## config.mk

```make
export PLATFORM = sky130hd
export DESIGN_NAME = burst_col_seq
export DESIGN_NICKNAME = d
export VERILOG_FILES = /design/src/rtl/burst_col_seq.sv
export SDC_FILE = /design/constraint.sdc
export NUM_CORES = 1
export LEC_CHECK = 0
export BUFFER_PORTS_ARGS = -buffer_cell sky130_fd_sc_hd__buf_2
export CAP_MARGIN = 30
export CORE_MARGIN = 3
export CORE_UTILIZATION = 45
export CTS_CLUSTER_SIZE = 28
export DETAILED_ROUTE_END_ITERATION = 16
export GPL_TIMING_DRIVEN = 0
export PLACE_DENSITY_LB_ADDON = 0.12
export SLEW_MARGIN = 25
export SYNTH_ARGS = -nofsm -noshare
export SYNTH_HDL_FRONTEND = slang
export SYNTH_SLANG_ARGS = --single-unit
export TNS_END_PERCENT = 1
```

## constraint.sdc

```tcl
create_clock -name clk -period 5.31 [get_ports clk]
set_input_delay 1.593 -clock clk [delete_from_list [all_inputs] [get_ports clk]]
set_output_delay 1.593 -clock clk [all_outputs]
set_load 0.005 [all_outputs]
```

## src/rtl/burst_col_seq.sv

```systemverilog
module burst_col_seq #(
  parameter int COL_W = 9
) (
  input  logic             clk,
  input  logic             rst_n,
  input  logic             mode_wr,
  input  logic [6:0]       mode_val,
  input  logic             cmd_start,
  input  logic [COL_W-1:0] start_col,
  input  logic             stop,
  output logic [COL_W-1:0] col,
  output logic             beat_valid,
  output logic             last_beat,
  output logic [2:0]       cas_lat,
  output logic             mode_illegal
);

  localparam logic [2:0] PAGE_CODE = 3'd7;

  logic [6:0]       mode_q;
  logic             active_q;
  logic [COL_W-1:0] base_q;
  logic [COL_W-1:0] idx_q;
  logic [1:0]       lg_q;
  logic             ilv_q;
  logic             page_q;

  wire [2:0] len_code = mode_q[2:0];
  wire       ilv_sel  = mode_q[3];
  wire       page_sel = (len_code == PAGE_CODE);
  wire       accept;

  assign mode_illegal = (len_code[2] & ~page_sel) | (page_sel & ilv_sel);
  assign cas_lat      = mode_q[6:4];
  assign accept       = cmd_start & ~mode_illegal;

  logic [COL_W-1:0] mask;
  logic [COL_W-1:0] seq_col;
  logic [COL_W-1:0] ilv_col;

  assign mask    = page_q ? '1 : ((COL_W'(1) << lg_q) - COL_W'(1));
  assign seq_col = (base_q & ~mask) | ((base_q + idx_q) & mask);
  assign ilv_col = base_q ^ idx_q;

  assign beat_valid = active_q;
  assign col        = active_q ? (ilv_q ? ilv_col : seq_col) : '0;
  assign last_beat  = active_q & ~page_q & (idx_q == mask);

  always_ff @(posedge clk) begin
    if (!rst_n) begin
      mode_q <= '0;
    end else if (mode_wr) begin
      mode_q <= mode_val;
    end
  end

  always_ff @(posedge clk) begin
    if (!rst_n) begin
      active_q <= 1'b0;
      base_q   <= '0;
      idx_q    <= '0;
      lg_q     <= '0;
      ilv_q    <= 1'b0;
      page_q   <= 1'b0;
    end else if (accept) begin
      active_q <= 1'b1;
      base_q   <= start_col;
      idx_q    <= '0;
      lg_q     <= len_code[1:0];
      ilv_q    <= ilv_sel;
      page_q   <= page_sel;
    end else if (stop) begin
      active_q <= 1'b0;
    end else if (active_q) begin
      if (last_beat) active_q <= 1'b0;
      else           idx_q    <= idx_q + COL_W'(1);
    end
  end

endmodule

```

==> summary.md, run 1 <==
| Metric | Value |
|---|---|
| Leakage | `about 0.96 nW` |
| CTS tree | `built` |
| Post-synth top area share | `between 30% and 40%` |
| Sink Count | `30` |
| ANT cells | `0` |
| Distinct cell type count after synthesis | `44` |
| Crit path launch | `idx_q[0]` |
| Via count of the first global-routing pass | `1545` |
| DRT Pass-1 Iters | `4` |
| Initial DRC Count | `143` |
| Yosys reg bits | `30` |
| Postcts setup bufs | `0` |
| CP startpoint kind | `flip-flop` |
| Drt via density | `about 5.4` |
| Final setup viols | `0` |
| Setup ws final | `between 1 and 1.5 ns` |
| Worst EP required | `3.72 ns` |
| Final Skew | `0.00181 ns` |
| Power Density | `~230 nW/um^2` |
| Final Critical Period | `4.29 ns` |
| First-pass GRT wire length | `7280 microns` |
| GRT Total Usage | `between 10% and 20%` |
| Synth Instances | `240` |
| Starting Density | `about 47%` |
| Worst relative slew slack | `approximately three fifths` |
| Ys Warns | `0` |
| FF/Latch Area | `601 sq um` |
| Cell Area, Synth | `1910 sq um` |
| Reg2Reg Setup Slack | `3.13 ns` |
| Initial antenna violation count | `0` |
| Root Driver | `clkbuf_8` |
| Total power draw | `0.512 mW` |
| Period utilization | `around four fifths` |
| Clock Latency Late Sink | `roughly 0.28 ns` |
| Final net count | `between 300 and 400` |
| R2R depth | `7` |
| Hold Path Cell Cnt | `2` |
| Register area share after synthesis | `around a third` |
| CP Max Fanout | `7` |
| Final Core Density | `roughly 55%` |
| Core ar. | `4060 sq um` |
| Largest net degree at the start of global routing | `11` |
| Hold Vio Cnt, Final | `0` |
| Design area | `~2200 sq um` |
| TNS Setup | `0 ns` |
| Synth Flop Type | `dfxtp_1` |
| Max-slew violations | `0` |
| Synth area leaders | `dfxtp_1 (31%), ha_1 (7.2%), mux2i_1 (6.3%)` |
| Fin Hold WS | `0.490 ns` |
| Clk slew on worst S/H paths | `roughly 0.06 ns` |
| Vias | `~1800` |
| Die area | `5060 sq um` |
| Number of port buffers | `34` |
| Worst EP arrival | `2.70 ns` |
| Resized cells post-CTS | `0` |
| Layout cell share with drive strength beyond 1 | `18.4%` |
| Routed length per instance | `13.1 microns` |
| Clock Tree Buf Depth | `2` |
| Post-synth EDFFs | `0` |
| Area growth syn-to-layout | `17.2%` |
| # fillers | `403` |
| Overflow after GRT | `0` |
| Area taken by multi-input logic gates | `between 1000 and 1500 sq um` |
| Post-CTS Hold Fix Bufs | `0` |
| Routability congestion estimate from global placement | `0.772` |
| Num CTS Buffers | `5` |
| Hold_sp | `base_q[8]` |
| Critical path capture point type | `primary output` |
| Maximum clock frequency | `~230 MHz` |
| WL final | `~4300 microns` |
| Placed cell area | `between 2000 and 2500 sq um` |
| Non-Filler Instances | `~330` |
| RSZ-0062 raised after global routing | `false` |
| Peak VDD IR | `between 0.15 and 0.2 mV` |
| DPL Wire Length | `between 3000 and 4000 microns` |
| Worst r2r src | `lg_q[0]` |
| Leading area contributor after synthesis | `dfxtp_1` |
| Die W | `71.1 microns` |
| Syn Nets | `roughly 270` |
| Max_cap viols | `0` |
| Cell Rows | `23` |
| Setup CP Type | `reg -> out` |
| Placed cells | `approximately 320` |
| DP Worst Slack | `1.35 ns` |
| Remaining DRCs | `0` |
| Status | `completed` |
| Worst-margin pin slew | `slightly above 0.6 ns` |
| Ports | `36` |
| Final ANT Viol Nets | `0` |
| Chip height | `~71 microns` |
| Synth async-reset ratio | `0%` |
| Hold WC Path Type | `reg -> reg` |
| Mapped Avg Cell Area | `7.96 sq um` |
| H-Tree Depth | `2` |
==> cell type report <==
cell class	instances	share of cell area, %
clock inverter	2	0.559
clock buffer	6	3.69
inverter	13	2.18
tap	50	2.80
buffer	12	2.85
multi-input combinational	185	53.5
sequential	30	26.8
timing repair buffer	34	7.61
==> logic make-up after synthesis <==
group / count (synthesis) / share of synthesized area [%]
DFF: 30 / 31.5
adders and majority gates: 13 / 8.85
and+or+nand+nor: 93 / 23.6
buffers and inverters: 25 / 5.90
xor gates and xnor gates: 3 / 1.38
muxes: 12 / 6.29
AOI/OAI and AO/OA: 64 / 22.5
==> critical path: stages, from the launching register on <==
cell	delay, ns
dfxtp_1	0.52
ha_1	0.24
inv_1	0.05
fa_1	0.41
o21ai_0	0.42
a2bb2oi_1	0.16
mux2i_1	0.15
a21o_1	0.19
a21oi_1	0.13
buf_2	0.14
==> sequential cells by signal, indices dropped and copies added, names as in the netlist <==
signal	count
page_q	1
lg_q	2
base_q	9
beat_valid	1
ilv_q	1
idx_q	9
mode_q	7
==> power breakdown <==
part	internal (mW)	leakage (nW)	total [mW]	switching, mW
sequential	0.234	0.245	0.243	0.00895
clock	0.104	0.0472	0.191	0.0870
combinational	0.0353	0.663	0.0775	0.0422
==> cell usage in the layout, fill, tap and decap left out, drive strengths merged, types with 3 or more instances in the layout <==
cell type,instances
a21boi,12
nor3,5
nand4,3
buf,38
inv,12
dfxtp,30
and2,3
o31ai,4
a21o,4
clkbuf,14
o21ai,10
mux2i,12
nor4,3
nand3,6
or4,5
ha,11
nand2,32
a21oi,18
a22oi,4
nor2,20
nor2b,8
==> Yosys cell counts (4+ instances only) <==
master    number
clkbuf_1       8
a21o_1         4
inv_1         11
or4_1          5
o21ai_0        9
ha_1          11
nor3_1         5
nand2_1       32
mux2i_1       12
nor2b_1        8
o31ai_1        4
a21oi_1       17
a22oi_1        4
nor2_1        20
a21boi_0      12
dfxtp_1       30
nand3_1        6
==> path summary, 6_finish.rpt <==
path                                   to
worst max-delay path               col[8]
worst min register to register  base_q[8]
worst min-delay path            base_q[8]
worst max register to register   idx_q[8]
==> layer usage <==
metal	global-route usage [%]	part of all wire, %
met1	26.4	50
met2	26.6	43
met3	3.55	5.8
met4	5.01	1.2
met5	0	0
(Power assumes the default switching activity.)
==> run 2: changes to the inputs <==
- clock period: 5.31 -> 3.9 ns (I/O delays scaled with it)
==> summary.md, run 2 (same netlist as run 1, synthesis figures left out) <==
| Metric | Value |
|---|---|
| Clk slew on worst S/H paths | `0.06 ns` |
| Placed cells | `roughly 320` |
| Starting Density | `between 40 and 50%` |
| Routability congestion estimate from global placement | `about 0.77` |
| Total power draw | `0.697 mW` |
| Period utilization | `approximately 96%` |
| Die area | `slightly above 5000 sq um` |
| DPL Wire Length | `about 3300 microns` |
| RSZ-0062 raised after global routing | `false` |
| Max-slew violations | `0` |
| Final net count | `about 310` |
| CP Buf/Inv Count | `2` |
| Peak VDD IR | `0.221 mV` |
| Final Core Density | `roughly 55%` |
| Status | `completed` |
| Core ar. | `approximately 4000 sq um` |
| Postcts setup bufs | `0` |
| Reg2Reg Setup Slack | `1.72 ns` |
| Largest net degree at the start of global routing | `11` |
| TNS Setup | `0 ns` |
| Crit path launch | `idx_q[0]` |
| Clock Tree Buf Depth | `2` |
| Post-CTS Hold Fix Bufs | `0` |
| H-Tree Depth | `2` |
| Leakage | `about 0.96 nW` |
| Hold Vio Cnt, Final | `0` |
| # fillers | `just over 400` |
| CP startpoint kind | `flip-flop` |
| ANT cells | `0` |
| Setup CP Type | `reg -> out` |
| Cell Rows | `23` |
| Max incr delay on CP | `about 0.52 ns` |
| Commonest non-fill, non-tap cells in the layout | `buf_2 (34), nand2_1 (32), dfxtp_1 (30)` |
| Initial antenna violation count | `0` |
| Remaining DRCs | `0` |
| CP Max Fanout | `7` |
| Critical path capture point type | `primary output` |
| Chip height | `approximately 70 microns` |
| Final Critical Period | `around 3.7 ns` |
| Clock Latency Late Sink | `0.28 ns` |
| Layout cell share with drive strength beyond 1 | `between 10% and 20%` |
| Die W | `about 71 microns` |
| Area growth syn-to-layout | `17.2%` |
| Vias | `~1800` |
| Top Registers | `base_q x9, idx_q x9, mode_q x7` |
| Via count of the first global-routing pass | `1545` |
| GRT Total Usage | `roughly 18%` |
| Overflow after GRT | `0` |
| CTS tree | `built` |
| WP depth | `9` |
| Routed length per instance | `13.1 microns` |
| Delay-heaviest family, CP | `compound AO/OA/AOI/OAI gates` |
| Worst EP required | `2.73 ns` |
| Non-Filler Instances | `332` |
| Initial DRC Count | `147` |
| Drt via density | `5.37` |
| Worst r2r src | `lg_q[0]` |
| R2R depth | `7` |
| Worst r2r dst | `idx_q[8]` |
| Root Driver | `clkbuf_8` |
| Maximum clock frequency | `267 MHz` |
| CP Cell Sequence | `ha_1 > inv_1 > fa_1 > o21ai_1 > a2bb2oi_1 > mux2i_1 > a21o_1 > a21oi_1 > buf_2` |
| Ports | `36` |
| DRT Pass-1 Iters | `4` |
| First-pass GRT wire length | `7280 microns` |
| Power Density | `between 300 and 400 nW/um^2` |
| WL final | `roughly 4300 microns` |
| Num CTS Buffers | `5` |
| Final setup viols | `0` |
| Worst setup path end | `col[8]` |
| Max_cap viols | `0` |
| Worst-margin pin slew | `0.615 ns` |
| Number of port buffers | `34` |
| Final ANT Viol Nets | `0` |
| Most common cell after layout, fill and taps aside | `buf_2` |
| Worst EP arrival | `2.57 ns` |
| Sink Count | `30` |
| Hold WC Path Type | `reg -> reg` |
| Crit path max-delay cell type | `dfxtp_1` |
| Final Skew | `about 0.0018 ns` |
| Worst relative slew slack | `around 59%` |
## run 2: worst min path at each step
stage,start,endpoint,cells after the start,slack [ns]
2_1_floorplan,mode_q[0],lg_q[0],2,0.45
3_3_place_gp,base_q[8],base_q[8],2,0.48
3_5_place_dp,base_q[8],base_q[8],2,0.48
4_1_cts,base_q[8],base_q[8],2,0.50
5_1_grt,base_q[0],base_q[0],2,0.53
6_report,base_q[8],base_q[8],2,0.49
## run 2: worst min-delay path: stages (launching register included)
cell      delay [ns]
dfxtp_1         0.33
nand2_1         0.05
a21boi_0        0.06
## run 2: cell type report
cell class | count | area, sq um | area share [%]
Clock inverter | 2 | 12.5 | 0.559
Timing Repair Buffer | 34 | 170 | 7.61
Buffer | 12 | 63.8 | 2.85
Tap cell | 50 | 62.6 | 2.80
Sequential cell | 30 | 601 | 26.8
Clock buffer | 6 | 82.6 | 3.69
Multi-Input combinational cell | 185 | 1200 | 53.5
Inverter | 13 | 48.8 | 2.18
## run 2: timing repair
item,CTS,global route
endpoints found under the hold margin,0,0
endpoints found under the setup margin,0,2
resized for setup,0,1
## run 2: stage by stage
| stage | cell area, sq um | setup slack, ns | hold slack, ns |
|---|---|---|---|
| after floorplan | 1910 | 0.751 | 0.454 |
| after global placement | 2140 | 0.327 | 0.478 |
| after detailed placement | 2140 | 0.361 | 0.485 |
| after CTS | 2240 | 0.0331 | 0.495 |
| after global routing | 2240 | 0.0247 | 0.529 |
| final | 2240 | 0.158 | 0.489 |
## run 2: routing by layer
layer	part of all wire, %	GRT usage (%)	vias to the layer above
met4	1.2	5.01	0
met3	5.9	3.55	7
met2	43	26.6	41
li1	-	-	942
met5	0	0	-
met1	50	26.4	793
## run 2: where the power goes
part	internal (mW)	switching, mW
logic	0.0481	0.0575
clock network	0.142	0.119
registers	0.319	0.0121
total	0.509	0.188
